`src/rtl/mulrep_pkg.sv`:
```
package mulrep_pkg;
   typedef enum logic [1:0] {
      ST_IDLE = 2'd0,
      ST_RUN  = 2'd1,
      ST_DONE = 2'd2
   } mul_state_e;
endpackage

```
`src/rtl/mulrep_hold_reg.sv`:
```
module mulrep_hold_reg #(
   parameter int W = 8
) (
   input  logic         clk,
   input  logic         rst_n,
   input  logic         load_i,
   input  logic [W-1:0] d_i,
   output logic [W-1:0] q_o
);
   always_ff @(posedge clk or negedge rst_n) begin
      if (!rst_n)      q_o <= '0;
      else if (load_i) q_o <= d_i;
   end

   // the held multiplicand only changes on a load
   p_hold_stable_r9: assert property (@(posedge clk) disable iff (!rst_n)
      !load_i |=> $stable(q_o));
endmodule

```
`src/rtl/mulrep_down_cnt.sv`:
```
module mulrep_down_cnt #(
   parameter int W = 8
) (
   input  logic         clk,
   input  logic         rst_n,
   input  logic         load_i,
   input  logic [W-1:0] load_val_i,
   input  logic         dec_i,
   output logic         zero_o
);
   logic [W-1:0] cnt_q;

   always_ff @(posedge clk or negedge rst_n) begin
      if (!rst_n)                 cnt_q <= '0;
      else if (load_i)            cnt_q <= load_val_i;
      else if (dec_i && !zero_o)  cnt_q <= cnt_q - 1'b1;
   end

   assign zero_o = (cnt_q == '0);

   // one step down per active cycle
   p_count_dec_r3: assert property (@(posedge clk) disable iff (!rst_n)
      (dec_i && !load_i && !zero_o) |=> (cnt_q == W'($past(cnt_q) - 1'b1)));
endmodule

```
`src/rtl/mulrep_accum.sv`:
```
module mulrep_accum #(
   parameter int W          = 8,
   parameter bit USE_RIPPLE = 1'b0,
   localparam int PW        = 2 * W
) (
   input  logic          clk,
   input  logic          rst_n,
   input  logic          clr_i,
   input  logic          add_i,
   input  logic [W-1:0]  addend_i,
   output logic [PW-1:0] prod_o
);
   logic [PW-1:0] addend_ext;
   logic [PW-1:0] sum;
   logic          carry_out;

   assign addend_ext = {{(PW-W){1'b0}}, addend_i};

   generate
      if (USE_RIPPLE) begin : g_ripple
         logic [PW:0] c;
         assign c[0] = 1'b0;
         for (genvar i = 0; i < PW; i++) begin : g_fa
            assign sum[i]   = prod_o[i] ^ addend_ext[i] ^ c[i];
            assign c[i+1]   = (prod_o[i] & addend_ext[i]) |
                              (c[i] & (prod_o[i] ^ addend_ext[i]));
         end
         assign carry_out = c[PW];
      end else begin : g_behav
         assign {carry_out, sum} = {1'b0, prod_o} + {1'b0, addend_ext};
      end
   endgenerate

   always_ff @(posedge clk or negedge rst_n) begin
      if (!rst_n)      prod_o <= '0;
      else if (clr_i)  prod_o <= '0;
      else if (add_i)  prod_o <= sum;
   end

   // the double-width product never loses a carry
   p_no_overflow_r8: assert property (@(posedge clk) disable iff (!rst_n)
      add_i |-> !carry_out);
endmodule

```
`src/rtl/mulrep_top.sv`:
```
module mulrep_top
   import mulrep_pkg::*;
#(
   parameter int OP_W       = 8,
   parameter bit USE_RIPPLE = 1'b0,
   localparam int PROD_W    = 2 * OP_W
) (
   input  logic              clk,
   input  logic              rst_n,
   input  logic              start_i,
   input  logic [OP_W-1:0]   mcand_i,
   input  logic [OP_W-1:0]   mplier_i,
   output logic              busy_o,
   output logic              done_o,
   output logic [PROD_W-1:0] product_o
);
   generate
      if (OP_W < 1) begin : g_bad_width
         $error("mulrep_top: OP_W must be at least 1");
      end
   endgenerate

   mul_state_e    state_q;
   logic          accept;
   logic          cnt_zero;
   logic          do_add;
   logic [OP_W-1:0] mcand_q;

   assign accept = start_i && (state_q != ST_RUN);
   assign do_add = (state_q == ST_RUN) && !cnt_zero;

   always_ff @(posedge clk or negedge rst_n) begin
      if (!rst_n) begin
         state_q <= ST_IDLE;
      end else begin
         unique case (state_q)
            ST_RUN:  if (cnt_zero) state_q <= ST_DONE;
            default: if (start_i)  state_q <= ST_RUN;
         endcase
      end
   end

   mulrep_hold_reg #(.W(OP_W)) u_hold (
      .clk    (clk),
      .rst_n  (rst_n),
      .load_i (accept),
      .d_i    (mcand_i),
      .q_o    (mcand_q)
   );

   mulrep_down_cnt #(.W(OP_W)) u_cnt (
      .clk        (clk),
      .rst_n      (rst_n),
      .load_i     (accept),
      .load_val_i (mplier_i),
      .dec_i      (do_add),
      .zero_o     (cnt_zero)
   );

   mulrep_accum #(.W(OP_W), .USE_RIPPLE(USE_RIPPLE)) u_acc (
      .clk      (clk),
      .rst_n    (rst_n),
      .clr_i    (accept),
      .add_i    (do_add),
      .addend_i (mcand_q),
      .prod_o   (product_o)
   );

   assign busy_o = (state_q == ST_RUN);
   assign done_o = (state_q == ST_DONE);

   // an accepted start clears the product and enters the busy phase
   p_clear_on_start_r2: assert property (@(posedge clk) disable iff (!rst_n)
      (start_i && !busy_o) |=> (busy_o && !done_o && product_o == '0));

   // an exhausted counter completes the operation on the next edge
   p_done_after_zero_r4: assert property (@(posedge clk) disable iff (!rst_n)
      (busy_o && cnt_zero) |=> done_o);

   // the result is held until a new start
   p_done_hold_r6: assert property (@(posedge clk) disable iff (!rst_n)
      (done_o && !start_i) |=> (done_o && $stable(product_o)));

   // a start during an operation does not disturb it
   p_busy_ignore_r7: assert property (@(posedge clk) disable iff (!rst_n)
      (busy_o && start_i && !cnt_zero) |=> busy_o);

   // outputs are mutually exclusive flags
   p_flags_excl_r1: assert property (@(posedge clk) disable iff (!rst_n)
      !(busy_o && done_o));
endmodule

```
`config.mk`:
```
export PLATFORM = sky130hd
export DESIGN_NAME = mulrep_top
export DESIGN_NICKNAME = d
export VERILOG_FILES = /design/src/rtl/mulrep_pkg.sv /design/src/rtl/mulrep_hold_reg.sv /design/src/rtl/mulrep_down_cnt.sv /design/src/rtl/mulrep_accum.sv /design/src/rtl/mulrep_top.sv
export SDC_FILE = /design/constraint.sdc
export NUM_CORES = 1
export LEC_CHECK = 0
export CAP_MARGIN = 20
export CORE_ASPECT_RATIO = 0.6
export CORE_UTILIZATION = 45
export DETAILED_ROUTE_END_ITERATION = 10
export DONT_BUFFER_PORTS = 1
export REMOVE_ABC_BUFFERS = 1
export SYNTH_ARGS = -nofsm -noshare
export SYNTH_HDL_FRONTEND = slang
export SYNTH_HIERARCHICAL = 1
export SYNTH_SLANG_ARGS = --single-unit
```
`constraint.sdc`:
```
create_clock -name clk -period 7.7 [get_ports clk]
set_clock_uncertainty 0.05 [all_clocks]
set_input_delay 0.385 -clock clk [delete_from_list [all_inputs] [get_ports clk]]
set_output_delay 0.385 -clock clk [all_outputs]
set_load 0.01 [all_outputs]
```
==> reports/metrics.cfg <==
[yosys]
synth_cell_types=57
yosys_register_bits=34
synth_edf_count=0
ys_seq_area_share_pct=39.7
synth_ff_type=dfrtp_1
syn_inst=216
synth_warnings=6
syn_area_per_cell_um2=9.93
async_flop_share_pct=100
syn_area_mm2=0.00214

[power_and_ir_drop]
power_density_mw_per_mm2=502
seqPwrFrac_pct=32.3
p_switching_mw=0.519
ir_drop_v=0.000232
swShare_pct=44.6
combinationalPowerShare_pct=55.9
power_leakage_nw=1.02
p_clk_share_pct=11.7
p_int_mw=0.646

[timing]
setup_slack_ns=4.61
fmax_mhz=323
worst_pin_slew_ns=0.924
finalHoldViolCount=0
finalSetupViolations=0
slew_headroom_pct=38.4
fin_crit_sh_pct=40.2
fin_crit_ns=3.09
fin_tns_setup_ns=0
rsz0062_at_grt=false
maxSlewViolCount=0

[global_routing]
antenna_found_initial=0
grt-ovfl-total=0
grt_pass1_wl_mm=8.19
grt_usage_pct=20.5
grt_pass1_vias=1626
grt_start_max_net_pins=35

[clock_network]
clock_path_buffers=2
clkTransAtPathRegs_ns=0.07
worstSkewPairLatency_ns=0.28
cts_tree=built
htreeDepth=2
cts_buffers=5
root_buffer=clkbuf_8
cts_resized=0
cts.sinks=34

[die]
die-area_mm2=0.00505
boundaryPins=37
die_x_um=91.1
rows=19
coreArea_mm2=0.00456
initial_core_util_pct=47.0
die_height_um=55.5

[placement]
dp_hpwl_mm=3.51
place_ws_ns=4.65
postPlaceCellArea_mm2=0.00220
gp_congestion=0.837
portBuffers=0

[setup_path]
crit_type=flip-flop to flip-flop
cp_top_family=simple AND/OR/NAND/NOR gates
slowest_delay_ns=0.82
arrival_ns=3.24
cp_slowest_cell=and2b_1
crit_fanout=27
startpoint_type=flip-flop
crit_path_cell_trace=inv_1 > ha_1 > or3b_2 > nor2_1 > and2b_1 > or3b_1 > or4_1 > o221ai_1
cp.required_ns=7.85
end_kind=flip-flop
cp.buffers_inverters=1
rrSetupSlack_ns=4.61

[route]
dr.first_iter.drc_count=58
drt_wl_total_mm=4.84
wl_per_cell_um=17.2
drtPass1Iterations=4
routed_via_density=6.06
dr_total_vias=1708
antenna_left=0
drc=0

[hold_path]
hold_path.class=input port to flip-flop

[finish]
area_growth_pct=8.11
nets=248
stdcell_area_mm2=0.00232
layout-drive-gt1-share_pct=11.9
n_fill_cell=443
n_antenna_cell=0

[job]
maxCapViolations=0

[outcome]
status=finished clean

==> per-stage QoR <==
| step | hold slack [ns] | utilization (%) | instances | power [mW] |
|---|---|---|---|---|
| after floorplan | 0.0394 | - | 208 | 0.877 |
| after detailed placement | 0.0400 | 48.1 | 272 | 1.02 |
| after CTS | 0.169 | 50.8 | 282 | 1.17 |
| after global placement | 0.0400 | 48.1 | 272 | 0.985 |
| after global routing | 0.168 | 50.8 | 282 | 1.27 |
| final | 0.176 | 50.8 | 282 | 1.16 |
==> routing by layer <==
layer / global-route usage [%] / vias up / wire length (um)
li1: - / 816 / -
met1: 29.7 / 848 / 2410
met2: 30.3 / 42 / 2150
met3: 5.65 / 2 / 257
met4: 5.22 / 0 / 15
met5: 0 / - / 0
==> worst reg2reg max path, delay by kind of cell (launching register included) <==
family | cells | cell delay [ns]
AO/OA/AOI/OAI | 1 | 0.17
adder cells (fa/ha/maj) | 1 | 0.23
buffers and inverters | 1 | 0.09
flip-flops | 1 | 0.39
AND/OR/NAND/NOR | 5 | 2.09
==> logic make-up after synthesis <==
family / synth area share, %
AOI/OAI and AO/OA: 18.8
DFF: 39.7
xor gates and xnor gates: 1.63
buffers and inverters: 3.50
adders and majority gates: 6.77
and+or+nand+nor: 21.1
muxes: 8.52
==> state kept, by name, indices dropped and copies added (netlist names) <==
name / flops
state_q: 2
u_cnt/cnt_q: 8
u_hold/q_o: 8
u_acc/prod_o: 16
==> area by class of cell <==
class,count,area (um^2),share of cell area [%]
timing repair buffer,3,37.5,1.62
tap,63,78.8,3.40
clock buffer,7,86.3,3.72
sequential,34,851,36.7
multi-input combinational,165,1230,52.9
clock inverter,1,5.00,0.216
inverter,9,33.8,1.46
==> cell usage in the layout (no fill, tap or decap), types with 2 or more instances in the layout <==
| master | Yosys | routed |
|---|---|---|
| a211oi_1 | 3 | 3 |
| mux2i_1 | 4 | 4 |
| a21o_1 | 4 | 4 |
| nor3_1 | 5 | 5 |
| mux2_4 | 8 | 8 |
| o21ai_0 | 4 | 4 |
| and3_1 | 3 | 3 |
| mux2_1 | 2 | 2 |
| a221o_1 | 2 | 2 |
| nor3b_1 | 3 | 3 |
| a31oi_1 | 2 | 2 |
| nor2_1 | 21 | 20 |
| clkbuf_8 | 0 | 6 |
| inv_1 | 8 | 8 |
| ha_1 | 10 | 10 |
| dfrtp_1 | 34 | 34 |
| or4_1 | 4 | 4 |
| nand3_1 | 10 | 10 |
| xnor2_1 | 3 | 3 |
| and4_1 | 2 | 2 |
| a21oi_1 | 13 | 13 |
| and2b_1 | 2 | 2 |
| a22o_1 | 3 | 3 |
| nor2b_1 | 6 | 6 |
| nand4_1 | 5 | 5 |
| nand2_1 | 8 | 8 |
| nand3_2 | 2 | 2 |
| o21a_1 | 3 | 3 |
| o21ai_1 | 3 | 3 |
| o211ai_1 | 6 | 6 |
==> Yosys cell counts (2+ instances only) <==
library cell / n / area, um^2
a211oi_1: 3 / 22.5
a21o_1: 4 / 30.0
a21oi_1: 13 / 65.1
a221o_1: 2 / 20.0
a22o_1: 3 / 26.3
a31oi_1: 2 / 12.5
and2b_1: 2 / 15.0
and3_1: 3 / 18.8
and4_1: 2 / 17.5
buf_2: 3 / 15.0
clkbuf_1: 4 / 15.0
dfrtp_1: 34 / 851
ha_1: 10 / 125
inv_1: 8 / 30.0
mux2_1: 2 / 22.5
mux2_4: 8 / 120
mux2i_1: 4 / 40.0
nand2_1: 8 / 30.0
nand3_1: 10 / 50.1
nand3_2: 2 / 20.0
nand4_1: 5 / 31.3
nor2_1: 21 / 78.8
nor2b_1: 6 / 37.5
nor3_1: 5 / 25.0
nor3b_1: 3 / 22.5
o211ai_1: 6 / 45.0
o21a_1: 3 / 22.5
o21ai_0: 4 / 20.0
o21ai_1: 3 / 15.0
or4_1: 4 / 30.0
xnor2_1: 3 / 26.3
==> what timing repair did <==
item | 4_1_cts | 5_1_grt
buffers inserted | 0 | 0
hold buffers | 2 | 0
endpoints found under the hold margin | 34 | 0
==> worst paths after layout <==
| path | cells after the start | to | startpoint |
|---|---|---|---|
| setup / recovery | 8 | u_cnt/cnt_q[3]$_DFFE_PN0P_ | u_cnt/cnt_q[0]$_DFFE_PN0P_ |
| hold / removal | 2 | u_cnt/cnt_q[3]$_DFFE_PN0P_ | mplier_i[3] |
| setup reg to reg | 8 | u_cnt/cnt_q[3]$_DFFE_PN0P_ | u_cnt/cnt_q[0]$_DFFE_PN0P_ |
| hold reg to reg | 1 | u_hold/q_o[5]$_DFFE_PN0P_ | u_hold/q_o[5]$_DFFE_PN0P_ |
| max in group asynchronous | 2 | u_hold/q_o[0]$_DFFE_PN0P_ | rst_n |
| min in group asynchronous | 2 | u_acc/prod_o[11]$_DFFE_PN0P_ | rst_n |
==> power by group through the flow <==
stage                     clock network, mW  registers, mW  logic (mW)
after floorplan                           0          0.351       0.527
after global placement                    0          0.375       0.610
after detailed placement                  0          0.380       0.638
after CTS                             0.141          0.377       0.649
after global routing                  0.150          0.389       0.727
final                                 0.137          0.377       0.652
No activity file was read; power rests on OpenSTA's default activity.
